File: src/rtl/mavg_pkg.sv
package mavg_pkg;

    localparam int unsigned DEF_DATA_W      = 8;
    localparam int unsigned DEF_DEPTH       = 16;
    localparam int          DEF_QUIET_LIMIT = 3;

    // Status of the quiet-run monitor for the sample currently on the input.
    typedef struct packed {
        logic quiet;   // sample magnitude below the noise limit
        logic fire;    // this sample completes the quiet run: wipe state
    } run_flags_t;

    function automatic int magnitude(input int v);
        return (v < 0) ? -v : v;
    endfunction

    function automatic logic below_limit(input int v, input int limit);
        return magnitude(v) < limit;
    endfunction

endpackage

File: src/rtl/mavg_window.sv
module mavg_window #(
    parameter int unsigned W     = 8,
    parameter int unsigned DEPTH = 16
) (
    input  logic                clk,
    input  logic                rst,
    input  logic                shift_en,
    input  logic                clear,
    input  logic signed [W-1:0] din,
    output logic signed [W-1:0] oldest
);

    logic signed [W-1:0] tap [DEPTH];

    for (genvar g = 0; g < DEPTH; g++) begin : g_stage
        logic signed [W-1:0] feed;
        if (g == 0) begin : g_head
            assign feed = din;
        end else begin : g_body
            assign feed = tap[g-1];
        end

        always_ff @(posedge clk) begin
            if (rst || clear) begin
                tap[g] <= '0;
            end else if (shift_en) begin
                tap[g] <= feed;
            end
        end
    end

    assign oldest = tap[DEPTH-1];

    AST_WIPE_EMPTIES: assert property (@(posedge clk) disable iff (rst)
        clear |=> (oldest == '0));

    AST_WINDOW_FROZEN: assert property (@(posedge clk) disable iff (rst)
        (!shift_en && !clear) |=> $stable(oldest));

endmodule

File: src/rtl/mavg_quiet_run.sv
module mavg_quiet_run
    import mavg_pkg::*;
#(
    parameter int unsigned W     = 8,
    parameter int unsigned DEPTH = 16,
    parameter int          LIMIT = 3
) (
    input  logic                clk,
    input  logic                rst,
    input  logic                smp_valid,
    input  logic signed [W-1:0] smp,
    output run_flags_t          flags,
    output logic                scrub_q
);

    localparam int unsigned CNT_W = $clog2(DEPTH + 2);
    localparam logic [CNT_W-1:0] RUN_TARGET  = CNT_W'(DEPTH + 1);
    localparam logic [CNT_W-1:0] RUN_PENULT  = CNT_W'(DEPTH);

    logic [CNT_W-1:0] run_cnt;
    logic             quiet;

    assign quiet = below_limit(int'(smp), LIMIT);

    always_comb begin
        flags.quiet = quiet;
        flags.fire  = smp_valid && quiet && (run_cnt == RUN_PENULT);
    end

    always_ff @(posedge clk) begin
        if (rst) begin
            run_cnt <= '0;
            scrub_q <= 1'b0;
        end else begin
            scrub_q <= flags.fire;
            if (smp_valid) begin
                if (!quiet) begin
                    run_cnt <= '0;
                end else if (run_cnt != RUN_TARGET) begin
                    run_cnt <= run_cnt + 1'b1;
                end
            end
        end
    end

    AST_PULSE_SINGLE: assert property (@(posedge clk) disable iff (rst)
        scrub_q |=> !scrub_q);

    AST_RUN_SATURATES: assert property (@(posedge clk) disable iff (rst)
        run_cnt <= RUN_TARGET);

    AST_ACTIVE_RESTARTS: assert property (@(posedge clk) disable iff (rst)
        (smp_valid && !flags.quiet) |=> (run_cnt == '0));

    AST_COUNT_FROZEN: assert property (@(posedge clk) disable iff (rst)
        !smp_valid |=> $stable(run_cnt));

endmodule

File: src/rtl/mavg_sum.sv
module mavg_sum #(
    parameter int unsigned W     = 8,
    parameter int unsigned ACC_W = 12
) (
    input  logic                    clk,
    input  logic                    rst,
    input  logic                    en,
    input  logic                    clear,
    input  logic signed [W-1:0]     din,
    input  logic signed [W-1:0]     leaving,
    output logic signed [ACC_W-1:0] acc
);

    logic signed [ACC_W-1:0] acc_next;

    always_comb begin
        acc_next = acc + ACC_W'(din) - ACC_W'(leaving);
    end

    always_ff @(posedge clk) begin
        if (rst || clear) begin
            acc <= '0;
        end else if (en) begin
            acc <= acc_next;
        end
    end

    AST_TOTAL_FROZEN: assert property (@(posedge clk) disable iff (rst)
        (!en && !clear) |=> $stable(acc));

    AST_TOTAL_WIPED: assert property (@(posedge clk) disable iff (rst)
        clear |=> (acc == '0));

endmodule

File: src/rtl/mavg_scrub_filter.sv
module mavg_scrub_filter
    import mavg_pkg::*;
#(
    parameter int unsigned DATA_W      = DEF_DATA_W,
    parameter int unsigned DEPTH       = DEF_DEPTH,
    parameter int          QUIET_LIMIT = DEF_QUIET_LIMIT
) (
    input  logic                     clk,
    input  logic                     rst,
    input  logic                     in_valid,
    input  logic signed [DATA_W-1:0] in_sample,
    output logic signed [DATA_W-1:0] avg_out,
    output logic                     scrub_pulse
);

    localparam int unsigned LOG2N = $clog2(DEPTH);
    localparam int unsigned ACC_W = DATA_W + LOG2N;

    run_flags_t              flags;
    logic signed [DATA_W-1:0] leaving;
    logic signed [ACC_W-1:0]  total;
    logic                     shift_en;

    assign shift_en = in_valid && !flags.fire;

    mavg_quiet_run #(
        .W     (DATA_W),
        .DEPTH (DEPTH),
        .LIMIT (QUIET_LIMIT)
    ) u_run (
        .clk       (clk),
        .rst       (rst),
        .smp_valid (in_valid),
        .smp       (in_sample),
        .flags     (flags),
        .scrub_q   (scrub_pulse)
    );

    mavg_window #(
        .W     (DATA_W),
        .DEPTH (DEPTH)
    ) u_window (
        .clk      (clk),
        .rst      (rst),
        .shift_en (shift_en),
        .clear    (flags.fire),
        .din      (in_sample),
        .oldest   (leaving)
    );

    mavg_sum #(
        .W     (DATA_W),
        .ACC_W (ACC_W)
    ) u_sum (
        .clk     (clk),
        .rst     (rst),
        .en      (shift_en),
        .clear   (flags.fire),
        .din     (in_sample),
        .leaving (leaving),
        .acc     (total)
    );

    // Dividing by a power-of-two depth: the upper slice is an arithmetic shift.
    assign avg_out = total[ACC_W-1:LOG2N];

    AST_SCRUB_ZERO_OUT: assert property (@(posedge clk) disable iff (rst)
        scrub_pulse |-> (avg_out == '0));

    AST_OUT_HOLDS: assert property (@(posedge clk) disable iff (rst)
        !in_valid |=> $stable(avg_out));

endmodule

File: config.mk
export PLATFORM = sky130hd
export DESIGN_NAME = mavg_scrub_filter
export DESIGN_NICKNAME = d
export VERILOG_FILES = /design/src/rtl/mavg_pkg.sv /design/src/rtl/mavg_window.sv /design/src/rtl/mavg_quiet_run.sv /design/src/rtl/mavg_sum.sv /design/src/rtl/mavg_scrub_filter.sv
export SDC_FILE = /design/constraint.sdc
export NUM_CORES = 1
export LEC_CHECK = 0
export ABC_CLOCK_PERIOD_IN_PS = 5400
export BUFFER_PORTS_ARGS = -buffer_cell sky130_fd_sc_hd__buf_2
export CORE_MARGIN = 2
export CORE_UTILIZATION = 62
export CTS_CLUSTER_DIAMETER = 30
export CTS_CLUSTER_SIZE = 30
export DETAILED_ROUTE_END_ITERATION = 8
export PLACE_DENSITY = 0.81
export SLEW_MARGIN = 20
export SYNTH_ARGS = -nofsm -noshare
export SYNTH_HDL_FRONTEND = slang
export SYNTH_SLANG_ARGS = --single-unit
File: constraint.sdc
create_clock -name clk -period 5.4 [get_ports clk]
set_input_delay 1.08 -clock clk [delete_from_list [all_inputs] [get_ports clk]]
set_output_delay 1.08 -clock clk [all_outputs]
set_load 0.1 [all_outputs]
-- Yosys cells after proc, flatten, opt, wreduce, memory -nomap -nowiden
Memory sizes are Yosys's and may differ from the RTL's.
Index checks and enable logic that the tools add are counted.
- bitwise logic cells: 16
- equal/unequal tests: 3
- multiplexer cells: 24
- add/subtract/negate cells: 4
- magnitude comparators: 2
- reduce and logical (&&, ||, !) cells: 6
- operators by type and width (cell ; number):
    2-to-1 mux 8 bit ; 16
    less-than comparator 32 x 3 -> 1 bit, second input constant ; 1
    2-to-1 mux 32 bit ; 1
    negation 8 -> 32 bit ; 1
    bitwise OR 1 bit ; 16
    adder 12 x 8 -> 12 bit ; 1
    subtractor 12 x 8 -> 12 bit ; 1
    2-to-1 mux 5 bit ; 2
    less-than comparator 8 x 1 -> 1 bit, second input constant ; 1
    adder 5 x 1 -> 5 bit, second input constant ; 1
    equality test 5 bit, second input constant ; 1
    2-to-1 mux 1 bit ; 5
    != test 5 bit, second input constant ; 1
    logical AND 1 bit ; 3
    != test 2 bit, second input constant ; 1
    AND reduction 2 bit ; 1
    zero test 1 bit ; 1
    logical OR 1 bit ; 1
- logic and storage cells: 59
- input bits: 11
- output and inout bits: 9
- memories: 1
- register bits: 18
- RAM bits: 128
- memory list (memory ; words ; width ; rd ports ; clocked after Yosys merged registers in ; write ports ; line ; source):
    u_window.tap ; 16 ; 8 ; 16 ; 0 ; 16 ; mavg_window.sv:13 ; logic signed [W-1:0] tap [DEPTH];

-- Logic depth before layout (Yosys ltp)
Gate-level depths: netlist of run 1.
- depth in word-level cells: 11
- gate-level depth with buffers: 12
- mapped depth without buffers: 12

-- By module
From an unflattened synthesis of run 1, not the netlist that was laid out.
- cell total of the unflattened synthesis: 527
- area, all modules: 7608.5 um^2
- modules (own cells, without submodules) (module ; sequential area each (um^2) ; cells each ; area each (um^2) ; times used):
    mavg_window ; 3843.7 ; 299 ; 5694.2 ; 1
    mavg_sum ; 240.2 ; 175 ; 1436.4 ; 1
    mavg_quiet_run ; 120.1 ; 52 ; 464.2 ; 1
    mavg_scrub_filter ; 0.0 ; 1 ; 13.8 ; 1

-- Least setup slack after synthesis of run 1
OpenSTA, ideal clock, no wires.
- path type: input-to-reg
- from: in in_valid
- to: mem u_window.tap[0][0], enable pin
- buffers on the path: 0
- stages: 2
- slack: 1.199 ns
- arrival time: 3.717 ns
- required time: 4.916 ns
- library setup time: 0.484 ns
- path through: nor2_1 > inv_1
- RTL lines (item ; line ; source):
    start: declaration ; mavg_scrub_filter.sv:10 ; input logic in_valid,
    end: declaration ; mavg_window.sv:13 ;

-- Worst setup path in the final report of run 1
- from: in in_sample[1]
- to: reg u_sum.acc[11]
- word-level cells in the longest chain between the ends: 7
- elaborated cells on any way between the ends: 11
- those cells by class: add/sub: 3; order compare: 2; mux: 1; reduce/logical: 5
- ends and longest elaborated chain (item ; line ; source):
    start: declaration ; mavg_scrub_filter.sv:11 ; input logic signed [DATA_W-1:0] in_sample,
    negation 8 -> 32 bit or less-than comparator 8 x 1 -> 1 bit (tied branches) ; mavg_pkg.sv:14 ; return (v < 0) ? -v : v;
    2-to-1 mux 32 bit ; mavg_pkg.sv:14 ;
    less-than comparator 32 x 3 -> 1 bit ; mavg_pkg.sv:18 ; return magnitude(v) < limit;
    logical AND 1 bit (2 in series) ; mavg_quiet_run.sv:27 ; flags.fire = smp_valid && quiet && (run_cnt == RUN_PENULT);
    zero test 1 bit ; mavg_scrub_filter.sv:24 ; assign shift_en = in_valid && !flags.fire;
    logical AND 1 bit ; mavg_scrub_filter.sv:24 ;
    end signal: assignment ; mavg_sum.sv:24 ; acc <= acc_next;
    end: declaration ; mavg_sum.sv:11 ; output logic signed [ACC_W-1:0] acc
Several ways; a longest one is shown, not always the timed one.
A chain may end at the register's enable or synchronous reset.

==> results of run 1 <==
-- logic make-up (layout without fill, tap and decap cells) --
kind of cell    count (synthesis)  in the layout  share of synthesized area [%]
flops                         146            146                           65.3
compound gates                 43             43                           4.43
mux                             1              1                          0.156
xor+xnor                       11             11                           1.50
buf+inv                        70             98                           5.74
simple gates                  174            174                           16.1
fa+ha+maj                      28             28                           6.73
-- metrics by stage --
step | cells | setup WS [ns] | util (%) | instance area, um^2
after floorplan | 473 | 1.20 | - | 6430
after global placement | 607 | 1.91 | 64.2 | 6540
final | 637 | 2.38 | 69.6 | 7090
after CTS | 637 | 2.41 | 69.6 | 7090
after global routing | 637 | 2.20 | 69.6 | 7090
after detailed placement | 607 | 1.87 | 64.2 | 6540
-- cell usage in the layout (no fill, tap or decap), types with 3 or more instances in the layout --
cell       synthesis  layout
nand2_1           13      13
dfxtp_1           18      18
inv_1             47      46
edfxtp_1         128     128
ha_1              17      17
fa_1              11      11
a21oi_1           12      12
o21ai_0           12      12
inv_6              0       3
xnor2_1            5       5
and2_1           128     128
nand2b_1           5       5
clkinv_2           0       3
o211ai_1           3       3
buf_2              1      19
clkbuf_16          0      16
xor2_1             6       6
nor2_1            11      11
a22o_1             4       4
-- worst paths after layout --
| check | start | to |
|---|---|---|
| min | u_sum.acc[11] | u_sum.acc[11] |
| max reg2reg | u_window.tap[1][56] | u_sum.acc[10] |
| max | in_sample[1] | u_sum.acc[11] |
| min reg2reg | u_sum.acc[11] | u_sum.acc[11] |
-- layer usage --
metal	wire length [um]	up-vias
met5	0	-
met4	100	0
met3	405	10
met2	4570	61
met1	4520	1616
li1	-	1625
-- critical path: stages --
cell and delay, ns:
buf_2 0.12, inv_1 0.09, fa_1 0.61, inv_1 0.06, ha_1 0.32, a211oi_1 0.29
o211ai_1 0.18, a41o_1 0.27, xnor2_1 0.19, nand2b_1 0.13, mux2i_1 0.08
-- flip-flops by register name (all words and copies together) (netlist names) --
signal,flops
u_run.scrub_q,1
u_window.tap,128
u_sum.acc,12
u_run.run_cnt,5
-- power by group through the flow --
stage	Clock (uW)	Combinational (uW)	Sequential [uW]
after global placement	0	697	1380
final	1100	745	1360
after global routing	1170	816	1370
after detailed placement	0	727	1380
after floorplan	0	643	1370
after CTS	1110	742	1360
-- final cells by class --
type | count | area, um^2 | area share (%)
Tap cell | 136 | 170 | 2.40
Clock inverter | 13 | 138 | 1.94
Multi-Input combinational cell | 257 | 1860 | 26.3
Clock buffer | 17 | 414 | 5.84
Inverter | 47 | 179 | 2.52
Sequential cell | 146 | 4200 | 59.3
Timing Repair Buffer | 21 | 123 | 1.73
==> results.py, run 1 <==
metrics = {
    "routing": {
        "via_per_inst": 5.20,
        "drc": 0,
        "wl_um": 9590,
        "vias": 3312,
        "drt_first_pass_iters": 4,
        "antenna_left": 0,
        "drtIter0Drc": 254,
        "post_drt_wl_per_cell_um": 15.1,
    },
    "floorplan": {
        "die_y_um": 106,
        "die_x_um": 106,
        "core_mm2": 0.0102,
        "initial_core_util_pct": 63.2,
        "rows": 37,
        "io_pins": 20,
        "dieArea_mm2": 0.0112,
    },
    "place": {
        "place_congestion": 0.845,
        "port_buffers": 19,
        "dp_hpwl_um": 5710,
    },
    "power": {
        "clkPwrFrac_pct": 34.2,
        "p_total_uw": 3200,
        "switching_share_pct": 30.7,
        "power.switching_uw": 983,
        "leakage_uw": 0.00291,
        "vdd_ir_drop_max_mv": 0.239,
        "internal_power_uw": 2220,
        "power.share.sequential_pct": 42.5,
        "p_per_area_mw_per_mm2": 452,
        "p_comb_share_pct": 23.2,
    },
    "timing": {
        "timing.hold.ws_ns": 0.471,
        "tns_ns": 0,
        "rsz0062_at_grt": "false",
        "finalCritPeriodShare_pct": 55.9,
        "finalSetupViolations": 0,
        "drv_slew": 0,
        "fmax_ghz": 0.332,
        "slew_headroom_pct": 38.0,
        "hold_violations": 0,
        "worst_slew_pin_slew_ns": 0.929,
        "post-route-min-period_ns": 3.02,
        "finalClockSkew_ns": 0.0122,
    },
    "global_route": {
        "antenna_found_initial": 0,
        "grt_busiest_layer": "met2",
        "met2_usage_pct": 27.8,
        "grt_pass1_vias": 3216,
        "grt_overflow_total": 0,
        "grt_pass1_wl_um": 15900,
        "met1_usage_pct": 26.9,
        "track_usage_pct": 19.1,
        "grt_use_met3_pct": 5.88,
        "grt_start_max_net_pins": 82,
    },
    "critical_path": {
        "cp-end-kind": "register",
        "path_max_fanout": 4,
        "rr_worst_depth": 11,
        "critPathArrivalTime_ns": 3.42,
        "rrSetupSlack_ns": 2.66,
        "crit_type": "input pin to register",
        "startpoint_type": "input pin",
        "worstPathRequired_ns": 5.81,
    },
    "synthesis": {
        "synth_largest_area_cell": "edfxtp_1",
        "synth-seq-area-share_pct": 65.3,
        "yosys-top-cells-count": "and2_1 (128), edfxtp_1 (128), inv_1 (47), dfxtp_1 (18), ha_1 (17)",
        "synth_cell_types": 42,
        "synthTopCellsByArea": "edfxtp_1 (60%), and2_1 (12%), dfxtp_1 (5.6%)",
        "ys_seq_elements": 146,
        "synth_area_mm2": 0.00643,
        "synth-async-reset-ratio_pct": 0,
        "syn_nets": 512,
        "synth_edf_count": 128,
        "avgSynthCellArea_um2": 13.6,
        "syn_inst": 473,
        "synth_warnings": 0,
        "ys.flop_type": "edfxtp_1",
        "synth_top_area_share_pct": 59.7,
    },
    "final_layout": {
        "area.growth.synth_to_final_pct": 10.2,
        "n_antenna_cell": 0,
        "drive_above_1_share_pct": 11.2,
        "nNetsFinal": 529,
        "fillers": 690,
    },
    "clock_tree": {
        "post_cts_resized": 0,
        "cts_tree": "done",
        "path_clk_slew_ns": 0.06,
        "cts_setup_buffers": 0,
        "numCtsBuffers": 17,
        "clkSinkCount": 146,
        "h-tree-depth": 4,
        "clk_latency_ns": 0.52,
        "clockRootBuffer": "clkbuf_8",
        "clk_path_buf_depth": 2,
        "holdBufCountCts": 0,
    },
    "job": {
        "drv_cap": 0,
    },
    "worst_hold_path": {
        "hold_class": "register to register",
        "min_path_cells": 1,
    },
    "status": {
        "status": "complete, no violations",
    },
}
(Power assumes the default switching activity.)
==> inputs of run 2 (changes only) <==
--- a/config.mk
+++ b/config.mk
@@ -5,14 +5,15 @@
 export SDC_FILE = /design/constraint.sdc
 export NUM_CORES = 1
 export LEC_CHECK = 0
-export ABC_CLOCK_PERIOD_IN_PS = 5400
+export ABC_AREA = 1
+export ABC_CLOCK_PERIOD_IN_PS = 2700
 export BUFFER_PORTS_ARGS = -buffer_cell sky130_fd_sc_hd__buf_2
 export CORE_MARGIN = 2
-export CORE_UTILIZATION = 62
+export CORE_UTILIZATION = 57
 export CTS_CLUSTER_DIAMETER = 30
 export CTS_CLUSTER_SIZE = 30
 export DETAILED_ROUTE_END_ITERATION = 8
-export PLACE_DENSITY = 0.81
+export PLACE_DENSITY = 0.79
 export SLEW_MARGIN = 20
 export SYNTH_ARGS = -nofsm -noshare
 export SYNTH_HDL_FRONTEND = slang
==> constraint.sdc (replaced) <==
create_clock -name clk -period 2.7 [get_ports clk]
set_input_delay 0.54 -clock clk [delete_from_list [all_inputs] [get_ports clk]]
set_output_delay 0.54 -clock clk [all_outputs]
set_load 0.1 [all_outputs]
==> results.py, run 2 <==
metrics = {
    "synthesis": {
        "synth_cell_types": 28,
        "synth_edf_count": 128,
        "syn_inst": 665,
        "synth_warnings": 0,
        "yosys-top-cells-count": "inv_1 (181), edfxtp_1 (128), nor2_4 (100), nor2_1 (59), nand2_1 (55)",
        "avgSynthCellArea_um2": 11.5,
        "ys.flop_type": "edfxtp_1",
        "synth_largest_area_cell": "edfxtp_1",
        "synth-async-reset-ratio_pct": 0,
        "synthTopCellsByArea": "edfxtp_1 (50%), nor2_4 (15%), inv_1 (8.9%)",
        "synth_top_area_share_pct": 50.3,
        "ys_seq_elements": 146,
        "yosysMostFrequentCell": "inv_1",
        "synth_area_mm2": 0.00763,
        "syn_nets": 704,
        "synth-seq-area-share_pct": 55.1,
    },
    "clock_tree": {
        "clk_path_buf_depth": 2,
        "cts_tree": "done",
        "clockRootBuffer": "clkbuf_16",
        "cts_setup_buffers": 0,
        "path_clk_slew_ns": 0.06,
        "clk_latency_ns": 0.42,
        "h-tree-depth": 4,
        "clkSinkCount": 146,
        "holdBufCountCts": 0,
        "numCtsBuffers": 17,
        "post_cts_resized": 0,
    },
    "floorplan": {
        "core_mm2": 0.0131,
        "io_pins": 20,
        "dieArea_mm2": 0.0143,
        "die_x_um": 120,
        "initial_core_util_pct": 58.1,
        "die_y_um": 120,
        "rows": 42,
    },
    "timing": {
        "post-route-min-period_ns": 2.43,
        "layout_setup_ws_ns": 0.267,
        "timing.hold.ws_ns": 0.378,
        "fmax_ghz": 0.411,
        "worst_slew_pin_slew_ns": 0.515,
        "hold_violations": 0,
        "rsz0062_at_grt": "false",
        "finalCritPeriodShare_pct": 90.1,
        "slew_headroom_pct": 65.9,
        "tns_ns": 0,
        "finalSetupViolations": 0,
        "finalClockSkew_ns": 0.00859,
        "drv_slew": 0,
    },
    "job": {
        "drv_cap": 0,
    },
    "power": {
        "leakage_uw": 0.00343,
        "p_per_area_mw_per_mm2": 849,
        "vdd_ir_drop_max_mv": 0.949,
    },
    "status": {
        "status": "complete, no violations",
    },
    "global_route": {
        "antenna_found_initial": 0,
        "track_usage_pct": 18.1,
        "grt_pass1_wl_um": 19800,
        "grt_pass1_vias": 4248,
        "grt_overflow_total": 0,
        "grt_start_max_net_pins": 45,
    },
    "routing": {
        "drtIter0Drc": 253,
        "via_per_inst": 4.74,
        "post_drt_wl_per_cell_um": 13.4,
        "vias": 4204,
        "drt_first_pass_iters": 4,
        "drc": 0,
        "antenna_left": 0,
        "wl_um": 11900,
    },
    "critical_path": {
        "crit_end": "u_sum.acc[3]",
        "path_buf_inv": 2,
        "r2r-end": "u_sum.acc[3]",
        "startpoint_type": "register",
        "crit_slowest_cell": "fa_1",
        "r2r_start": "u_window.tap[1][58]",
        "critPathMaxStageDelay_ns": 0.53,
        "cp.depth": 8,
        "rr_worst_depth": 8,
        "critPathArrivalTime_ns": 2.72,
        "crit_start": "u_window.tap[1][58]",
        "path_max_fanout": 4,
        "crit_family": "adder cells",
        "rrSetupSlack_ns": 0.27,
        "cp-end-kind": "register",
        "worstPathRequired_ns": 2.98,
        "crit_type": "register to register",
        "crit_chain": "fa_1, inv_1, ha_1, a21oi_1, o21ai_0, buf_4, xnor2_1, o22ai_1",
    },
    "final_layout": {
        "nNetsFinal": 736,
        "multi_input_area_mm2": 0.00242,
        "finalNonFillerCells": 886,
        "fillers": 960,
        "drive_above_1_share_pct": 24.8,
        "final_cell_mix": "inv_1 (181), edfxtp_1 (128), nor2_4 (100)",
        "area.growth.synth_to_final_pct": 11.7,
        "largest_reg_flops": 128,
        "n_antenna_cell": 0,
        "largest-register": "u_window.tap",
        "top_regs": "u_window.tap: 128 flops, u_sum.acc: 12 flops, u_run.run_cnt: 5 flops",
        "seq_area_mm2": 0.00420,
        "final_common_cell": "inv_1",
    },
    "place": {
        "pre_cts_slack_ns": -0.0420,
        "placed_cells": 854,
        "port_buffers": 19,
        "place_congestion": 0.846,
        "dp_hpwl_um": 7890,
    },
    "worst_hold_path": {
        "hold_class": "input pin to register",
    },
}
[run 2: cells by family (layout without fill, tap and decap cells)]
group / after synthesis / in the layout / synth area share, %
and+or+nand+nor: 240 / 240 / 22.5
adders and majority gates: 28 / 28 / 5.67
DFF: 146 / 146 / 55.1
buffers and inverters: 209 / 254 / 13.3
AOI/OAI and AO/OA: 32 / 32 / 2.33
xor gates and xnor gates: 10 / 10 / 1.15
[run 2: worst reg2reg max path: cells and delay by family, from the launching register on]
family / cells / cell delay [ns]
xor+xnor: 1 / 0.22
buf+inv: 2 / 0.24
fa+ha+maj: 2 / 0.88
flops: 1 / 0.43
compound gates: 3 / 0.52
[run 2: cell type report]
class                      count  share of cell area, %
clock buffer                  18                   5.03
clock inverter                14                   2.20
inverter                     185                   8.20
multi-input combinational    310                   28.4
sequential                   146                   49.3
tap                          176                   2.58
timing repair buffer          37                   4.31
[run 2: how the worst min path moves through the flow]
stage,from,to,slack [ns],cells after the start
3_5_place_dp,u_sum.acc[10],u_sum.acc[10],0.46,2
5_1_grt,rst,u_run.scrub_q,0.37,2
4_1_cts,rst,u_run.scrub_q,0.36,2
2_1_floorplan,u_sum.acc[10],u_sum.acc[10],0.44,2
6_report,rst,u_run.scrub_q,0.38,2
3_3_place_gp,u_sum.acc[10],u_sum.acc[10],0.45,2
[run 2: routing by layer]
metal / global-route usage (%) / wire (um)
met2: 30.1 / 5980
met3: 4.90 / 401
met1: 22.1 / 5240
met4: 8.24 / 289
met5: 0 / 0
[run 2: metrics by stage]
| stage | area [um^2] | utilization, % | total power, uW |
|---|---|---|---|
| global placement | 7910 | 60.2 | 4750 |
| floorplan | 7640 | - | 4470 |
| global route | 8530 | 64.9 | 7590 |
| CTS | 8530 | 64.9 | 7280 |
| finish | 8530 | 64.9 | 7240 |
| detailed placement | 7910 | 60.2 | 4810 |
[run 2: where the power goes]
part	switching [uW]	internal, uW
Sequential	92.6	2660
Clock	905	1540
Combinational	1430	609
Total	2430	4810
